$ cat config.mk
export PLATFORM = sky130hd
export DESIGN_NAME = line_refill_ctrl
export DESIGN_NICKNAME = d
export VERILOG_FILES = /design/src/rtl/refill_pkg.sv /design/src/rtl/refill_access_timer.sv /design/src/rtl/refill_bank_read.sv /design/src/rtl/refill_cycle_counter.sv /design/src/rtl/line_refill_ctrl.sv
export SDC_FILE = /design/constraint.sdc
export NUM_CORES = 1
export LEC_CHECK = 0
export ABC_AREA = 1
export BUFFER_PORTS_ARGS = -buffer_cell sky130_fd_sc_hd__clkbuf_2
export CORE_ASPECT_RATIO = 1.1
export CORE_UTILIZATION = 42
export CTS_BUF_LIST = sky130_fd_sc_hd__clkbuf_4
export CTS_CLUSTER_SIZE = 28
export DETAILED_ROUTE_END_ITERATION = 10
export GPL_TIMING_DRIVEN = 0
export PLACE_DENSITY_LB_ADDON = 0.1
export SKIP_CTS_REPAIR_TIMING = 1
export SLEW_MARGIN = 20
export SYNTH_ARGS = -nofsm -noshare
export SYNTH_HDL_FRONTEND = slang
export SYNTH_HIERARCHICAL = 1
export SYNTH_SLANG_ARGS = --single-unit
$ cat constraint.sdc
create_clock -name clk -period 1.7 [get_ports clk]
set_input_delay 0.17 -clock clk [delete_from_list [all_inputs] [get_ports clk]]
set_output_delay 0.17 -clock clk [all_outputs]
set_load 0.02 [all_outputs]
$ cat src/rtl/refill_pkg.sv
package refill_pkg;
  typedef enum logic [1:0] {
    ORG_NARROW = 2'd0,
    ORG_WIDE   = 2'd1,
    ORG_BANKED = 2'd2,
    ORG_RSVD   = 2'd3
  } mem_org_e;

  typedef enum logic [2:0] {
    ST_IDLE   = 3'd0,
    ST_ADDR   = 3'd1,
    ST_ACCESS = 3'd2,
    ST_XFER   = 3'd3,
    ST_DONE   = 3'd4
  } refill_st_e;
endpackage

$ cat src/rtl/refill_access_timer.sv
module refill_access_timer #(
  parameter int ACC_LAT = 10
) (
  input  logic clk,
  input  logic rst,
  input  logic active,
  output logic last
);
  localparam int LW = $clog2(ACC_LAT + 1);
  logic [LW-1:0] cnt;

  assign last = active && (cnt == LW'(ACC_LAT - 1));

  always_ff @(posedge clk) begin
    if (rst || !active || last) cnt <= '0;
    else                        cnt <= cnt + 1'b1;
  end
endmodule

$ cat src/rtl/refill_bank_read.sv
module refill_bank_read #(
  parameter int WORD_W = 32,
  parameter int ADDR_W = 26,
  parameter int OFF_W  = 4,
  parameter int BANKS  = 4
) (
  input  logic                    xfer,
  input  logic                    wide,
  input  logic [ADDR_W-1:0]       line,
  input  logic [OFF_W-1:0]        base,
  output logic [BANKS-1:0]        lane_en,
  output logic [BANKS*WORD_W-1:0] lane_data
);
  for (genvar i = 0; i < BANKS; i++) begin : g_lane
    logic [OFF_W-1:0] off_i;
    assign off_i = base + OFF_W'(i);
    if (i == 0) begin : g_first
      assign lane_en[i] = xfer;
    end else begin : g_rest
      assign lane_en[i] = xfer && wide;
    end
    assign lane_data[i*WORD_W +: WORD_W] =
      lane_en[i] ? WORD_W'({line, off_i}) : '0;
  end
endmodule

$ cat src/rtl/refill_cycle_counter.sv
module refill_cycle_counter #(
  parameter int CNT_W = 10
) (
  input  logic             clk,
  input  logic             rst,
  input  logic             clr,
  input  logic             en,
  output logic [CNT_W-1:0] count
);
  always_ff @(posedge clk) begin
    if (rst || clr) count <= '0;
    else if (en)    count <= count + 1'b1;
  end
endmodule

$ cat src/rtl/line_refill_ctrl.sv
module line_refill_ctrl
  import refill_pkg::*;
#(
  parameter int LINE_WORDS = 16,
  parameter int WORD_W     = 32,
  parameter int BANKS      = 4,
  parameter int ACC_LAT    = 10,
  parameter int ADDR_W     = 26,
  parameter int CNT_W      = 10
) (
  input  logic                    clk,
  input  logic                    rst,
  input  logic                    req_valid,
  output logic                    req_ready,
  input  logic [1:0]              req_mode,
  input  logic [ADDR_W-1:0]       req_line,
  output logic                    busy,
  output logic [BANKS-1:0]        wr_lane_en,
  output logic [$clog2(LINE_WORDS)-1:0] wr_base,
  output logic [BANKS*WORD_W-1:0] wr_data,
  output logic                    done,
  output logic [CNT_W-1:0]        cycles
);
  localparam int OFF_W   = $clog2(LINE_WORDS);
  localparam int BEAT_W  = (BANKS > 1) ? $clog2(BANKS) : 1;
  localparam int GROUPS  = LINE_WORDS / BANKS;
  localparam int P_NARROW = 1 + LINE_WORDS * (ACC_LAT + 1);
  localparam int P_WIDE   = 1 + GROUPS * (ACC_LAT + 1);
  localparam int P_BANKED = 1 + GROUPS * (ACC_LAT + BANKS);

  refill_st_e        state;
  mem_org_e          mode_q;
  logic [ADDR_W-1:0] line_q;
  logic [OFF_W-1:0]  off_q;
  logic [BEAT_W-1:0] beat_q;
  logic              accept, acc_last, last_beat, line_end, in_xfer;
  logic [OFF_W:0]    step;

  assign busy      = (state != ST_IDLE);
  assign req_ready = !busy;
  assign accept    = req_valid && req_ready;
  assign done      = (state == ST_DONE);
  assign in_xfer   = (state == ST_XFER);
  assign step      = (mode_q == ORG_WIDE) ? (OFF_W+1)'(BANKS) : (OFF_W+1)'(1);
  assign last_beat = (mode_q != ORG_BANKED) || (beat_q == BEAT_W'(BANKS - 1));
  assign line_end  = ({1'b0, off_q} + step) == (OFF_W+1)'(LINE_WORDS);

  always_ff @(posedge clk) begin
    if (rst) begin
      state  <= ST_IDLE;
      mode_q <= ORG_NARROW;
      line_q <= '0;
      off_q  <= '0;
      beat_q <= '0;
    end else begin
      unique case (state)
        ST_IDLE: if (accept) begin
          state  <= ST_ADDR;
          mode_q <= (mem_org_e'(req_mode) == ORG_RSVD) ? ORG_NARROW : mem_org_e'(req_mode);
          line_q <= req_line;
          off_q  <= '0;
          beat_q <= '0;
        end
        ST_ADDR:   state <= ST_ACCESS;
        ST_ACCESS: if (acc_last) state <= ST_XFER;
        ST_XFER: begin
          off_q <= off_q + step[OFF_W-1:0];
          if (last_beat) begin
            beat_q <= '0;
            state  <= line_end ? ST_DONE : ST_ACCESS;
          end else begin
            beat_q <= beat_q + 1'b1;
          end
        end
        ST_DONE:  state <= ST_IDLE;
        default:  state <= ST_IDLE;
      endcase
    end
  end

  refill_access_timer #(.ACC_LAT(ACC_LAT)) u_timer (
    .clk(clk), .rst(rst), .active(state == ST_ACCESS), .last(acc_last)
  );

  refill_bank_read #(.WORD_W(WORD_W), .ADDR_W(ADDR_W), .OFF_W(OFF_W), .BANKS(BANKS)) u_read (
    .xfer(in_xfer), .wide(mode_q == ORG_WIDE), .line(line_q), .base(off_q),
    .lane_en(wr_lane_en), .lane_data(wr_data)
  );

  assign wr_base = off_q;

  refill_cycle_counter #(.CNT_W(CNT_W)) u_cnt (
    .clk(clk), .rst(rst), .clr(accept),
    .en(state == ST_ADDR || state == ST_ACCESS || in_xfer), .count(cycles)
  );

  AST_NO_WRITE_IDLE: assert property (@(posedge clk) disable iff (rst)
    !busy |-> (wr_lane_en == '0));
  AST_HOLD_WHILE_BUSY: assert property (@(posedge clk) disable iff (rst)
    busy |=> ($stable(line_q) && $stable(mode_q)));
  AST_ONE_LANE_NARROW: assert property (@(posedge clk) disable iff (rst)
    (mode_q != ORG_WIDE) |-> $onehot0(wr_lane_en));
  AST_PENALTY_MATCH: assert property (@(posedge clk) disable iff (rst)
    done |-> (cycles == ((mode_q == ORG_WIDE)   ? CNT_W'(P_WIDE)   :
                         (mode_q == ORG_BANKED) ? CNT_W'(P_BANKED) : CNT_W'(P_NARROW))));
  AST_DONE_PULSE: assert property (@(posedge clk) disable iff (rst)
    done |=> (!done && !busy));
  AST_ACCESS_GAP: assert property (@(posedge clk) disable iff (rst)
    acc_last |=> in_xfer);
endmodule

After elaboration in Yosys (flattened, before gate mapping)
Index checks and enable logic that the tools add are counted.
{"block": "word_totals", "ff_bits": 51, "inputBits": 31, "out_inout_bits": 149, "elab_cells": 61}
{"block": "op_classes", "addsub": 8, "n_eq_ne": 13, "n_reduce_logical": 17, "muxes": 16}
{"op": "2-to-1 mux 30 bit", "count": 4}
{"op": "2-to-1 mux 3 bit", "count": 5}
{"op": "one-hot mux 3 bit (4 select lines)", "count": 1}
{"op": "adder 10 x 1 -> 10 bit, second input constant", "count": 1}
{"op": "adder 4 x 1 -> 4 bit, second input constant", "count": 2}
{"op": "adder 4 x 2 -> 4 bit, second input constant", "count": 2}
{"op": "one-hot mux 4 bit (2 select lines)", "count": 1}
{"op": "== test 3 x 2 -> 1 bit, second input constant", "count": 2}
{"op": "logical OR 1 bit", "count": 6}
{"op": "2-to-1 mux 2 bit", "count": 3}
{"op": "inequality test 2 bit, second input constant", "count": 3}
{"op": "adder 4 x 3 -> 5 bit", "count": 1}
{"op": "== test 5 bit, second input constant", "count": 1}
{"op": "adder 4 x 3 -> 4 bit", "count": 1}
{"op": "== test 2 bit, second input constant", "count": 2}
{"op": "== test 4 bit, second input constant", "count": 1}
{"op": "2-to-1 mux 4 bit", "count": 1}
{"op": "one-hot mux 2 bit (2 select lines)", "count": 1}
{"op": "AND reduction 2 bit", "count": 2}
{"op": "== test 3 x 1 -> 1 bit, second input constant", "count": 1}
{"op": "== test 3 bit, second input constant", "count": 1}
{"op": "logical AND 1 bit", "count": 3}
{"op": "logical NOT 3 bit", "count": 1}
{"op": "AND reduction 3 bit", "count": 1}
{"op": "6 further kinds", "count": 7}

Longest topological paths before layout
{"block": "logic_depth", "depth_word": 7, "ltp_mapped": 12, "depth_no_buf": 12}

Cells and area by module
The synthesis kept the hierarchy.
{"mod": "line_refill_ctrl", "instances": 1, "cells_per_inst": 199, "seq_area_each_um2": 740.7, "area_per_inst_um2": 1594.0}
{"mod": "refill_bank_read", "instances": 1, "cells_per_inst": 216, "seq_area_each_um2": 0.0, "area_per_inst_um2": 1109.8}
{"mod": "refill_cycle_counter", "instances": 1, "cells_per_inst": 67, "seq_area_each_um2": 200.2, "area_per_inst_um2": 466.7}
{"mod": "refill_access_timer", "instances": 1, "cells_per_inst": 25, "seq_area_each_um2": 80.1, "area_per_inst_um2": 195.2}

Least setup slack after synthesis
Ideal clock, no wire load.
{"block": "synth_path", "path_kind": "register to output", "from": "register state[0]", "to": "output wr_data[100]", "stages_incl_launch_ff": 7, "n_path_buf": 2, "path_slack_ns": -0.161, "arrival_ns": 1.691, "t_required_ns": 1.530, "cell_sequence": "dfxtp_1 -> nand2_1 -> nor2_2 -> nand2_2 -> buf_2 -> nor2_1 -> buf_4"}
{"block": "synth_between", "elab_chain_cells": 3}
{"element": "from (decl)", "line_no": "line_refill_ctrl.sv:31", "rtl": "refill_st_e state;"}
{"element": "from (signal assigned)", "line_no": "line_refill_ctrl.sv:70", "rtl": "state <= line_end ? ST_DONE : ST_ACCESS;"}
{"element": "== test 3 x 2 -> 1 bit", "line_no": "line_refill_ctrl.sv:43", "rtl": "assign in_xfer = (state == ST_XFER);"}
{"element": "via in_xfer", "line_no": "line_refill_ctrl.sv:36", "rtl": "logic accept, acc_last, last_beat, line_end, in_xfer;"}
{"element": "logical AND 1 bit", "line_no": "refill_bank_read.sv:20", "rtl": "assign lane_en[i] = xfer && wide;"}
{"element": "2-to-1 mux 30 bit", "line_no": "refill_bank_read.sv:23", "rtl": "lane_en[i] ? WORD_W'({line, off_i}) : '0;"}
{"element": "to (decl)", "line_no": "line_refill_ctrl.sv:20", "rtl": "output logic [BANKS*WORD_W-1:0] wr_data,"}
The timed path passes the listed nets, and every way through them passes these cells.

Final worst setup path
{"block": "layout_path", "from": "register state[1]", "to": "output wr_data[111]"}
The elaborated chain is that of the path after synthesis.

==> metrics.sh <==
OUTCOME='complete, but fails checks'
FAILED_CHECKS='setup timing'
CRITPATHCAPTURE='wr_data[111]'
CRITPATHBUFINV=3
PERIOD_MINUS_SLACK_NS=1.97
FINALNONFILLERCELLS=834
CRIT_PATH_END_KIND='output pin'
DIE_W_UM=87.4
GLOBALROUTE.TOTALOVERFLOW=0
LAYOUT_COMMON_CELLS='nand2_1 (113), buf_4 (111), inv_1 (83), buf_6 (69), clkbuf_2 (68)'
NUMBER_OF_FLOPS_MAPPED_TO_ENABLE_CELLS_BY_YOSYS=0
GP_CONGESTION=0.800
STARTPOINT='state[1]'
DIE_AREA_UM2=8380
POSTSYNTHREGISTERBITS=51
TIGHTESTPINTRANSITION_NS=0.617
SETUP_VIOL_COUNT_FINAL=125
FINAL_HOLD_VIO_COUNT=0
SYN-CELL-AREA_UM2=3370
CRITPATHSLOWESTCELL='dfxtp_4'
LAUNCHING_ELEMENT_TYPE_OF_THE_CRITICAL_PATH='register'
RSZ0062_AT_GRT='true'
FIN_CRIT_SH=1.16
CTS_TREE='yes'
HTREE_LEVELS=2
REPORT.FINAL.SLEW_VIOL_COUNT=0
CORE_UM2=7600
GRT_ANTENNA_BEFORE_REPAIR=0
DRTITER0DRC=134
NUMBER_OF_CELLS_TRAVERSED_BY_THE_WORST_REGISTER_TO_REGISTER_PATH=9
TOTAL_POWER_uW=3140
BIGGEST_CELL_DELAY_ALONG_THE_CRITICAL_PATH_NS=0.40
CTS_MAX_PATH_BUFFERS=2
SYNTH-MAIN-FF-CELL='dfxtp_1'
MIN_PATH_TYPE='primary input to register'
CLK-INSERTION-DELAY-LATE_NS=0.38
FIRST_PASS_ITERS=4
LAYOUT_COMMONEST_CELL='nand2_1'
CRITICAL_PATH.TOP_DELAY_FAMILY='simple AND/OR/NAND/NOR gates'
CLKSINKCOUNT=51
WORSTPATHMAXFANOUT=10
MAX_FREQ_GHz=0.508
FINALNETCOUNT=770
REG_TO_REG_SETUP_TIMING_SLACK_NS=-0.04
LAYOUT-DRIVE-GT1-SHARE=0.490
SYN-MEAN-INSTANCE-AREA_UM2=6.64
HPWL_MM=7.07
VDD.IR_DROP.WORST_mV=0.518
TRACK_USAGE=0.205
ROWS=33
RR_ENDPOINT='state[2]'
DIE_HEIGHT_UM=95.9
POWER.LEAKAGE_uW=0.00294
PLACED_CELL_AREA_UM2=4460
CLK_ROOT_BUFFER_CELL='clkbuf_4'
NUM_VIAS=3741
SYNTH_TOP_AREA_CELL='dfxtp_1'
DRV.MAX_CAP_VIOLATION_COUNT=0
SYNTH-ASYNC-RESET-RATIO=0
CTS.CLK_SLEW.WORST_PATHS_NS=0.15
YOSYSSEQAREASHARE=0.303
ANTENNADIODECOUNT=0
FINAL_CORE_UTILIZATION=0.739
NUM_PORTS=180
SYNTHDISTINCTLIBCELLS=33
CTS_MADE_BUFFERS=5
GRT_FIRST_PASS_WIRELENGTH_MM=13.5
ROUTE.DETAILED.WL_PER_INST_UM=12.7
INITIAL_UTILIZATION=0.443
NUMBER_OF_GLOBAL_ROUTE_VIAS_BEFORE_REPAIR=2937
PORT_BUFFERS=171
POWER-PER-CELL-AREA_nW_PER_UM2=560
CP_CELL_SEQUENCE='nand2_4 > nor2_4 > nand2_4 > buf_12 > nor2_4 > buf_4 > clkbuf_2'
CLOCK-SKEW-FINAL_NS=0.0218
SYN_INST=507
SYNTH_AREA_LEADERS='dfxtp_1 (30%), buf_4 (14%), nand2_1 (13%)'
POSTLAYOUTCELLAREA_UM2=5620
DP.CELLS=790
YOSYSTOPAREACELLSHARE=0.303
FINAL.SETUP.WORST_SLACK_NS=-0.267
ANTENNA_LEFT=0
WORST_EP_ARRIVAL_TIME_NS=1.80
YOSYSWARNINGCOUNT=6
DRC=0
GRT_MAX_DEGREE=17
CRITICAL_PATH_CLASS='register to output pin'
SETUP-TNS-FINAL_NS=-18.03
DRT-VIAS-PER-INSTANCE=4.49
RR_STARTPOINT='mode_q[0]'
AREA_GROWTH_SYN_TO_LAYOUT_PCT=66.8
WORST_EP_REQUIRED_TIME_NS=1.53
ROUTED_WIRELENGTH_MM=10.6
CRIT_PATH_DEPTH=7
SLEW-LIMIT-HEADROOM=0.589
-- sequential cells by signal, summed over array words and instances, names as in the netlist --
signal	cells
wr_base	4
u_cnt/count	10
line_q	26
u_timer/cnt	4
beat_q	2
mode_q	2
state	3
-- final cells by class --
type	instances	area [um2]
fillers	597	1980
multi-input cells	298	1740
repair buffers	207	1630
flip-flops and latches	51	1040
plain buffers	78	671
inverters	87	328
well taps	105	131
clock inverters	3	42.5
clock buffers	5	37.5
-- logic make-up after synthesis --
group | share of synthesized area
buffers and inverters | 0.273
DFF | 0.303
AOI/OAI and AO/OA | 0.0941
other | 0.00111
xor gates and xnor gates | 0.0104
and+or+nand+nor | 0.277
adders and majority gates | 0.0409
-- worst min-delay path by stage --
| stage | end | slack [ns] | cells past startpoint | from |
|---|---|---|---|---|
| floorplan | line_q[16] | 0.31 | 2 | req_line[16] |
| global placement | line_q[1] | 0.40 | 3 | req_line[1] |
| detailed placement | line_q[18] | 0.41 | 3 | req_line[18] |
| CTS | line_q[18] | -0.02 | 3 | req_line[18] |
| global route | line_q[1] | 0.004 | 3 | req_line[1] |
| finish | line_q[1] | 0.01 | 3 | req_line[1] |
-- tightest hold or removal path: stages --
cell	delay, ns
clkbuf_2	0.08
nand2_1	0.05
a21oi_1	0.05
-- report_power, final --
group	internal (uW)	total, uW	switching, uW
clock	311	714	403
combinational	419	1030	608
sequential	1300	1400	99.9
-- per-stage QoR --
step / hold slack [ns] / setup slack (ns)
final: 0.0124 / -0.267
after global routing: 0.00357 / -0.366
after CTS: -0.0171 / -0.702
after floorplan: 0.306 / 0.0354
after global placement: 0.403 / -0.242
after detailed placement: 0.407 / -0.259
-- Yosys cell counts, types with 6 or more instances --
| library cell | n |
|---|---|
| a21oi_1 | 33 |
| a21oi_2 | 11 |
| buf_2 | 7 |
| buf_4 | 65 |
| dfxtp_1 | 51 |
| ha_1 | 11 |
| inv_1 | 85 |
| nand2_1 | 114 |
| nand2_2 | 16 |
| nand3_1 | 9 |
| nor2_1 | 66 |
| o21ai_0 | 6 |
-- layer usage --
layer | global-route usage | wire length, um
met1 | 0.234 | 4220
met3 | 0.0420 | 512
met4 | 0.0478 | 59
met5 | 0 | 0
met2 | 0.389 | 5810
Note: power is estimated with default switching activity, not from simulation.
